===== src/rtl/bcs_pkg.sv =====
// Shared types for the chip-select bus cycle sequencer.
// Assumes every timing field has the same width, FIELD_W.
package bcs_pkg;
    parameter int FIELD_W = 6;

    typedef enum logic [2:0] {
        PH_IDLE,
        PH_ADDR,
        PH_CE,
        PH_STROBE,
        PH_WAIT,
        PH_HOLD,
        PH_PAUSE
    } phase_e;

    typedef struct packed {
        logic [FIELD_W-1:0] adr;
        logic [FIELD_W-1:0] ce;
        logic [FIELD_W-1:0] oe;
        logic [FIELD_W-1:0] we;
        logic [FIELD_W-1:0] rdh;
        logic [FIELD_W-1:0] wrh;
        logic [FIELD_W-1:0] wt;
        logic [FIELD_W-1:0] pause;
        logic [1:0]         mult;
        logic               wmode;
    } bcs_cfg_t;
endpackage


===== src/rtl/bcs_tick_gen.sv =====
// Tick prescaler. A 2-bit code picks 4, 1, 2 or 8 clocks per tick.
// Assumes restart is pulsed on the edge that enters a new phase.
module bcs_tick_gen (
    input  logic       clk,
    input  logic       rst_n,
    input  logic       restart,
    input  logic [1:0] code,
    output logic       tick
);
    localparam int PRE_W = 3;

    logic [PRE_W-1:0] pre_q;
    logic [PRE_W-1:0] lim;

    // Map the scale code to (cycles per tick - 1).
    always_comb begin
        case (code)
            2'd0:    lim = PRE_W'(3);
            2'd1:    lim = PRE_W'(0);
            2'd2:    lim = PRE_W'(1);
            default: lim = PRE_W'(7);
        endcase
    end

    assign tick = (pre_q == lim);

    // Count clocks within a tick, restarting on each phase entry.
    always_ff @(posedge clk) begin
        if (!rst_n || restart || tick) pre_q <= '0;
        else                           pre_q <= pre_q + 1'b1;
    end
endmodule


===== src/rtl/bcs_sync.sv =====
// Multi-flop synchroniser for an asynchronous level input.
// Assumes STAGES >= 2; the output resets to RST_VAL.
module bcs_sync #(
    parameter int   STAGES  = 2,
    parameter logic RST_VAL = 1'b1
) (
    input  logic clk,
    input  logic rst_n,
    input  logic d,
    output logic q
);
    logic [STAGES-1:0] sh_q;

    // Shift the input through the flop chain.
    always_ff @(posedge clk) begin
        if (!rst_n) sh_q <= {STAGES{RST_VAL}};
        else        sh_q <= {sh_q[STAGES-2:0], d};
    end

    assign q = sh_q[STAGES-1];
endmodule


===== src/rtl/bcs_phase_cnt.sv =====
// Tick counter for one phase; flags the tick that completes limit+1 ticks.
// Assumes clear is pulsed on the edge that enters a new phase.
module bcs_phase_cnt #(
    parameter int W = 6
) (
    input  logic         clk,
    input  logic         rst_n,
    input  logic         clear,
    input  logic         tick,
    input  logic [W-1:0] limit,
    output logic         last
);
    logic [W-1:0] cnt_q;

    assign last = tick && (cnt_q == limit);

    // Count ticks since the phase began.
    always_ff @(posedge clk) begin
        if (!rst_n || clear) cnt_q <= '0;
        else if (tick)       cnt_q <= cnt_q + 1'b1;
    end
endmodule


===== src/rtl/bus_cycle_seq.sv =====
// One-region external bus access sequencer. On an accepted start it captures
// the configuration and runs address setup, enable-to-strobe, strobe
// (optionally stretched by device ready, then extended), hold and pause.
// Assumes the configuration inputs are valid in the cycle start is taken.
module bus_cycle_seq #(
    parameter int AW     = 16,
    parameter int DW     = 16,
    parameter int FW     = bcs_pkg::FIELD_W,
    parameter int SYNC_N = 2,
    parameter int TMO_W  = 10
) (
    input  logic          clk,
    input  logic          rst_n,
    input  logic          start_i,
    input  logic          write_i,
    input  logic [AW-1:0] addr_i,
    input  logic [DW-1:0] wdata_i,
    output logic          ready_o,
    output logic          done_o,
    output logic          err_o,
    output logic [DW-1:0] rdata_o,
    input  logic          cfg_en_i,
    input  logic [1:0]    cfg_mult_i,
    input  logic          cfg_wmode_i,
    input  logic [FW-1:0] tim_adr_i,
    input  logic [FW-1:0] tim_ce_i,
    input  logic [FW-1:0] tim_oe_i,
    input  logic [FW-1:0] tim_we_i,
    input  logic [FW-1:0] tim_rdh_i,
    input  logic [FW-1:0] tim_wrh_i,
    input  logic [FW-1:0] tim_wait_i,
    input  logic [FW-1:0] tim_pause_i,
    output logic          bus_ce_n,
    output logic          bus_oe_n,
    output logic          bus_we_n,
    output logic [AW-1:0] bus_addr,
    output logic [DW-1:0] bus_dout,
    output logic          bus_doe,
    input  logic [DW-1:0] bus_din,
    input  logic          bus_rdy
);
    import bcs_pkg::*;

    localparam logic [TMO_W-1:0] TMO_LAST = {TMO_W{1'b1}};

    phase_e           ph_q, ph_nx;
    bcs_cfg_t         cfg_q;
    logic             wr_q, min_done_q, terr_q;
    logic [AW-1:0]    addr_q;
    logic [DW-1:0]    wdata_q, rdata_q;
    logic             done_q, err_q;
    logic [TMO_W-1:0] tmo_q;
    logic [FW-1:0]    lim;
    logic             accept, adv, tick, last, rdy_s;
    logic             stb_ok, stretch, tmo_hit, in_cycle, strobe_on, capture;

    assign accept = start_i && (ph_q == PH_IDLE);

    bcs_tick_gen u_tick (
        .clk(clk), .rst_n(rst_n), .restart(adv || accept),
        .code(cfg_q.mult), .tick(tick)
    );

    bcs_sync #(.STAGES(SYNC_N), .RST_VAL(1'b1)) u_sync (
        .clk(clk), .rst_n(rst_n), .d(bus_rdy), .q(rdy_s)
    );

    bcs_phase_cnt #(.W(FW)) u_cnt (
        .clk(clk), .rst_n(rst_n), .clear(adv || accept),
        .tick(tick), .limit(lim), .last(last)
    );

    // Pick the tick limit of the current phase by direction.
    always_comb begin
        case (ph_q)
            PH_ADDR:   lim = cfg_q.adr;
            PH_CE:     lim = cfg_q.ce;
            PH_STROBE: lim = wr_q ? cfg_q.we : cfg_q.oe;
            PH_WAIT:   lim = cfg_q.wt;
            PH_HOLD:   lim = wr_q ? cfg_q.wrh : cfg_q.rdh;
            PH_PAUSE:  lim = cfg_q.pause;
            default:   lim = '0;
        endcase
    end

    assign stb_ok  = last || min_done_q;
    assign stretch = (ph_q == PH_STROBE) && stb_ok && cfg_q.wmode && !rdy_s;
    assign tmo_hit = stretch && (tmo_q == TMO_LAST);

    // Decide when the current phase ends and which phase follows.
    always_comb begin
        adv   = 1'b0;
        ph_nx = ph_q;
        case (ph_q)
            PH_ADDR:   begin adv = last; ph_nx = PH_CE; end
            PH_CE:     begin adv = last; ph_nx = PH_STROBE; end
            PH_STROBE: begin
                adv   = stb_ok && (!cfg_q.wmode || rdy_s || tmo_hit);
                ph_nx = (cfg_q.wmode && !tmo_hit) ? PH_WAIT : PH_HOLD;
            end
            PH_WAIT:   begin adv = last; ph_nx = PH_HOLD; end
            PH_HOLD:   begin adv = last; ph_nx = PH_PAUSE; end
            PH_PAUSE:  begin adv = last; ph_nx = PH_IDLE; end
            default:   begin adv = 1'b0; ph_nx = PH_IDLE; end
        endcase
    end

    assign capture = adv && !wr_q && (ph_nx == PH_HOLD);

    // Phase register and captured access context.
    always_ff @(posedge clk) begin
        if (!rst_n) begin
            ph_q    <= PH_IDLE;
            cfg_q   <= '0;
            wr_q    <= 1'b0;
            addr_q  <= '0;
            wdata_q <= '0;
        end else if (accept && cfg_en_i) begin
            ph_q    <= PH_ADDR;
            wr_q    <= write_i;
            addr_q  <= addr_i;
            wdata_q <= wdata_i;
            cfg_q   <= '{adr: tim_adr_i, ce: tim_ce_i, oe: tim_oe_i,
                         we: tim_we_i, rdh: tim_rdh_i, wrh: tim_wrh_i,
                         wt: tim_wait_i, pause: tim_pause_i,
                         mult: cfg_mult_i, wmode: cfg_wmode_i};
        end else if (adv) begin
            ph_q <= ph_nx;
        end
    end

    // Minimum strobe width reached, ready-stretch timeout and error memory.
    always_ff @(posedge clk) begin
        if (!rst_n || accept) begin
            min_done_q <= 1'b0;
            tmo_q      <= '0;
            terr_q     <= 1'b0;
        end else begin
            min_done_q <= (ph_q == PH_STROBE) && stb_ok && !adv;
            tmo_q      <= (stretch && !tmo_hit) ? tmo_q + 1'b1 : '0;
            if (tmo_hit) terr_q <= 1'b1;
        end
    end

    // Completion pulse, error flag and read data capture.
    always_ff @(posedge clk) begin
        if (!rst_n) begin
            done_q  <= 1'b0;
            err_q   <= 1'b0;
            rdata_q <= '0;
        end else begin
            done_q <= (accept && !cfg_en_i) || ((ph_q == PH_HOLD) && adv);
            err_q  <= (ph_q == PH_HOLD) && adv && terr_q;
            if (accept && !cfg_en_i) rdata_q <= '0;
            else if (capture)        rdata_q <= bus_din;
        end
    end

    assign in_cycle  = (ph_q == PH_ADDR) || (ph_q == PH_CE) || (ph_q == PH_STROBE)
                    || (ph_q == PH_WAIT) || (ph_q == PH_HOLD);
    assign strobe_on = (ph_q == PH_STROBE) || (ph_q == PH_WAIT);

    assign ready_o  = (ph_q == PH_IDLE);
    assign done_o   = done_q;
    assign err_o    = err_q;
    assign rdata_o  = rdata_q;
    assign bus_ce_n = !(in_cycle && (ph_q != PH_ADDR));
    assign bus_oe_n = !(strobe_on && !wr_q);
    assign bus_we_n = !(strobe_on && wr_q);
    assign bus_addr = in_cycle ? addr_q : '0;
    assign bus_dout = wdata_q;
    assign bus_doe  = in_cycle && wr_q;
endmodule


===== config.mk =====
export PLATFORM = sky130hd
export DESIGN_NAME = bus_cycle_seq
export DESIGN_NICKNAME = d
export VERILOG_FILES = /design/src/rtl/bcs_pkg.sv /design/src/rtl/bcs_tick_gen.sv /design/src/rtl/bcs_sync.sv /design/src/rtl/bcs_phase_cnt.sv /design/src/rtl/bus_cycle_seq.sv
export SDC_FILE = /design/constraint.sdc
export NUM_CORES = 1
export LEC_CHECK = 0
export BUFFER_PORTS_ARGS = -buffer_cell sky130_fd_sc_hd__buf_4
export CORE_MARGIN = 1.5
export CORE_UTILIZATION = 53
export CTS_BUF_LIST = sky130_fd_sc_hd__clkbuf_16
export DETAILED_ROUTE_END_ITERATION = 16
export MAX_ROUTING_LAYER = met4
export PLACE_DENSITY_LB_ADDON = 0.05
export RECOVER_POWER = 50
export SYNTH_ARGS = -nofsm -noshare
export SYNTH_HDL_FRONTEND = slang
export SYNTH_SLANG_ARGS = --single-unit

===== constraint.sdc =====
create_clock -name clk -period 3.5 [get_ports clk]
set_clock_uncertainty 0.2 [all_clocks]
set_input_delay 0.35 -clock clk [delete_from_list [all_inputs] [get_ports clk]]
set_output_delay 0.35 -clock clk [all_outputs]
set_load 0.01 [all_outputs]

==> flow_summary.json <==
{
  "layout-drive-gt1-share": 0.216,
  "drt_iter0_markers": 354,
  "maxCapViolCount": 0,
  "clockRootBuffer": "clkbuf_16",
  "track_usage": 0.299,
  "slew_viol_final": 0,
  "netlist_instances": 684,
  "post-place-ws_ns": 0.126,
  "status": "finished clean",
  "async_reset_ff_frac": 0,
  "busiest_layer": "met2",
  "grt_pass1_vias": 5594,
  "synth_fp_nets": 795,
  "hold_start": "bus_din[10]",
  "vdd_drop_max_mv": 0.440,
  "syn_area_um2": 5830,
  "nFillCells": 794,
  "ys_seq_area_frac": 0.439,
  "r2r_slack_ns": 0.32,
  "cts_tree": "yes",
  "worstPathCellList": "mux2_2, a221oi_1, a311o_1, nand4b_4, nor4_4, buf_4, a22oi_1, buf_4, o31ai_1, a21boi_0",
  "grt_use_met1": 0.363,
  "min_path_cells": 3,
  "ys_ff_latch": 128,
  "tns_ns": 0,
  "grt_max_degree": 86,
  "crit_type": "reg2reg",
  "final-seq-area_um2": 2570,
  "synth_edf_count": 0,
  "r2r_cells": 10,
  "min_to": "rdata_o[10]",
  "cp-end-kind": "flop",
  "p_total_w": 0.00379,
  "rr_startpoint": "ph_q[1]",
  "antenna_found_initial": 0,
  "worst_pin_slew_ns": 0.853,
  "mostFrequentLayoutCells": "nand2_1 (180), buf_4 (136), dfxtp_1 (124)",
  "cp_slowest_cell": "dfxtp_4",
  "io_buffers": 159,
  "ioPinCount": 160,
  "dieArea_um2": 11600,
  "worstSkewPairLatency_ns": 0.41,
  "grt_pass1_wl_um": 26400,
  "grtUsageMet3": 0.0726,
  "arrival_ns": 3.27,
  "synthDistinctLibCells": 60,
  "finalNonFillerCells": 1040,
  "slowest_delay_ns": 0.46,
  "cp_common_cell": "buf_4",
  "remaining_drc_errors": 0,
  "ys_warn_count": 0,
  "cp_num_buf_inv": 2,
  "syn_avg_cell_area_um2": 8.53,
  "cp-start-kind": "flop",
  "post_cts_buffers": 0,
  "rsz0062_at_grt": "false",
  "power.static_leakage_nw": 3.15,
  "fin_crit_ns": 3.18,
  "vias_per_cell": 5.46,
  "layout_commonest_cell": "nand2_1",
  "htreeDepth": 4,
  "grtUsageMet2": 0.485,
  "min_path_type": "in2reg",
  "n_antenna_cell": 0,
  "cts_buffers": 17,
  "drt-total-wl_um": 16600,
  "fin_crit_sh": 0.910,
  "yosys_most_used_dff": "dfxtp_1",
  "clk_pin_slew_ns": 0.06,
  "relSlewSlack": 0.430,
  "fin_ws_ns": 0.315,
  "required_ns": 3.58,
  "rr_endpoint": "rdata_o[5]",
  "critPathTopFamily": "compound AO/OA/AOI/OAI gates",
  "hpwl_um": 10200,
  "place_congestion": 0.919,
  "clock-sinks": 128,
  "num_rows": 38,
  "syn_to_final_growth_pct": 40.6,
  "multi_input_area_um2": 3040,
  "die_height_um": 108,
  "crit_path_max_fanout": 20,
  "vias": 5674,
  "fmax_mhz": 314,
  "dr.pass1.iters": 5,
  "wire_per_inst_um": 15.9,
  "finalNetCount": 998,
  "hold_viol": 0,
  "detail-route-antenna-nets": 0,
  "setup_violations": 0,
  "die_w_um": 108,
  "initial_utilization": 0.540,
  "power.density_nw_per_um2": 463,
  "clockBufferDepth": 2,
  "placed_cells": 950,
  "global_route.overflow_total": 0,
  "core_um2": 10800
}
-- synth_stat cells, drive strengths merged, types with 2 or more instances --
master | count | area (um2)
and2 | 19 | 119
dfxtp | 128 | 2560
o21ai | 7 | 35.0
o31ai | 17 | 133
o22ai | 4 | 25.0
ha | 6 | 75.1
nor2b | 2 | 12.5
nor3 | 7 | 40.0
mux2i | 14 | 140
nand4 | 21 | 131
clkbuf | 32 | 120
buf | 19 | 114
a211o | 2 | 17.5
and3 | 4 | 25.0
xnor2 | 8 | 70.1
a21oi | 9 | 45.0
xor2 | 11 | 96.3
nor4 | 3 | 33.8
a32oi | 2 | 17.5
nand2b | 6 | 37.5
inv | 7 | 26.3
nand2 | 180 | 676
o211ai | 2 | 15.0
nor2 | 27 | 101
nand3b | 3 | 26.3
a221oi | 3 | 26.3
nor3b | 4 | 35.0
a21boi | 100 | 751
or4 | 2 | 18.8
nand3 | 10 | 50.1
or4bb | 2 | 22.5
and3b | 2 | 17.5
or2 | 2 | 12.5
mux2 | 5 | 60.1
-- layout make-up --
cell class                      instances  share of cell area
Multi-Input combinational cell        498               0.370
Sequential cell                       128               0.313
Timing Repair Buffer                  235               0.217
Clock buffer                           17              0.0519
Clock inverter                         15              0.0235
Tap cell                              140              0.0214
Inverter                                7             0.00320
-- how the worst max path moves through the flow --
| stage | slack, ns | endpoint | cells after the start | from |
|---|---|---|---|---|
| 5_1_grt | 0.04 | rdata_o[5] | 11 | wr_q |
| 2_1_floorplan | 0.62 | tmo_q[3] | 10 | ph_q[2] |
| 3_3_place_gp | 0.23 | rdata_o[10] | 8 | ph_q[1] |
| 3_5_place_dp | 0.13 | rdata_o[2] | 8 | ph_q[1] |
| 6_report | 0.32 | rdata_o[5] | 10 | ph_q[1] |
| 4_1_cts | 0.03 | rdata_o[5] | 8 | ph_q[1] |
-- through the flow --
stage / util / hold WS (ns) / area [um2]
2_1_floorplan: - / 0.186 / 5830
3_3_place_gp: 0.662 / 0.200 / 7140
3_5_place_dp: 0.662 / 0.205 / 7140
4_1_cts: 0.772 / 0.0000692 / 8330
5_1_grt: 0.760 / 0.00258 / 8200
6_report: 0.760 / 0.00597 / 8200
-- worst min-delay path: stages --
cell,delay (ns)
buf_4,0.11
nand4_1,0.05
a21boi_0,0.06
-- flip-flops by register name (all words and copies together), names as in the netlist --
signal	cells
cfg_q	51
addr_q	16
bus_dout	16
rdata_o	16
tmo_q	10
u_cnt.cnt_q	6
ph_q	3
u_tick.pre_q	3
u_sync.sh_q	2
done_o	1
err_o	1
min_done_q	1
terr_q	1
wr_q	1
-- routing by layer --
metal	vias to the layer above	part of all wire
met5	-	0
met1	2690	0.43
met3	30	0.059
met2	200	0.49
met4	0	0.021
li1	2754	-
-- logic make-up (layout without fill, tap and decap cells) --
family,count (synthesis),after routing,synth area share
compound gates,157,157,0.201
xor+xnor,19,19,0.0285
fa+ha+maj,6,6,0.0129
buf+inv,58,274,0.0446
flops,128,128,0.439
mux,19,19,0.0343
simple gates,297,297,0.240
-- what timing repair did --
action / CTS / global route
setup endpoints to repair: 1 / 33
hold buffers: 57 / 1
resized for setup: 1 / 6
cloned: 0 / 0
endpoints found under the hold margin: 57 / 1
-- report_power, final --
part / switching [W] / total [W] / internal (W)
Combinational: 0.000186 / 0.000396 / 0.000210
Clock: 0.000661 / 0.00185 / 0.00119
Sequential: 0.0000382 / 0.00155 / 0.00151
Total: 0.000885 / 0.00379 / 0.00291
(Power assumes the default switching activity.)
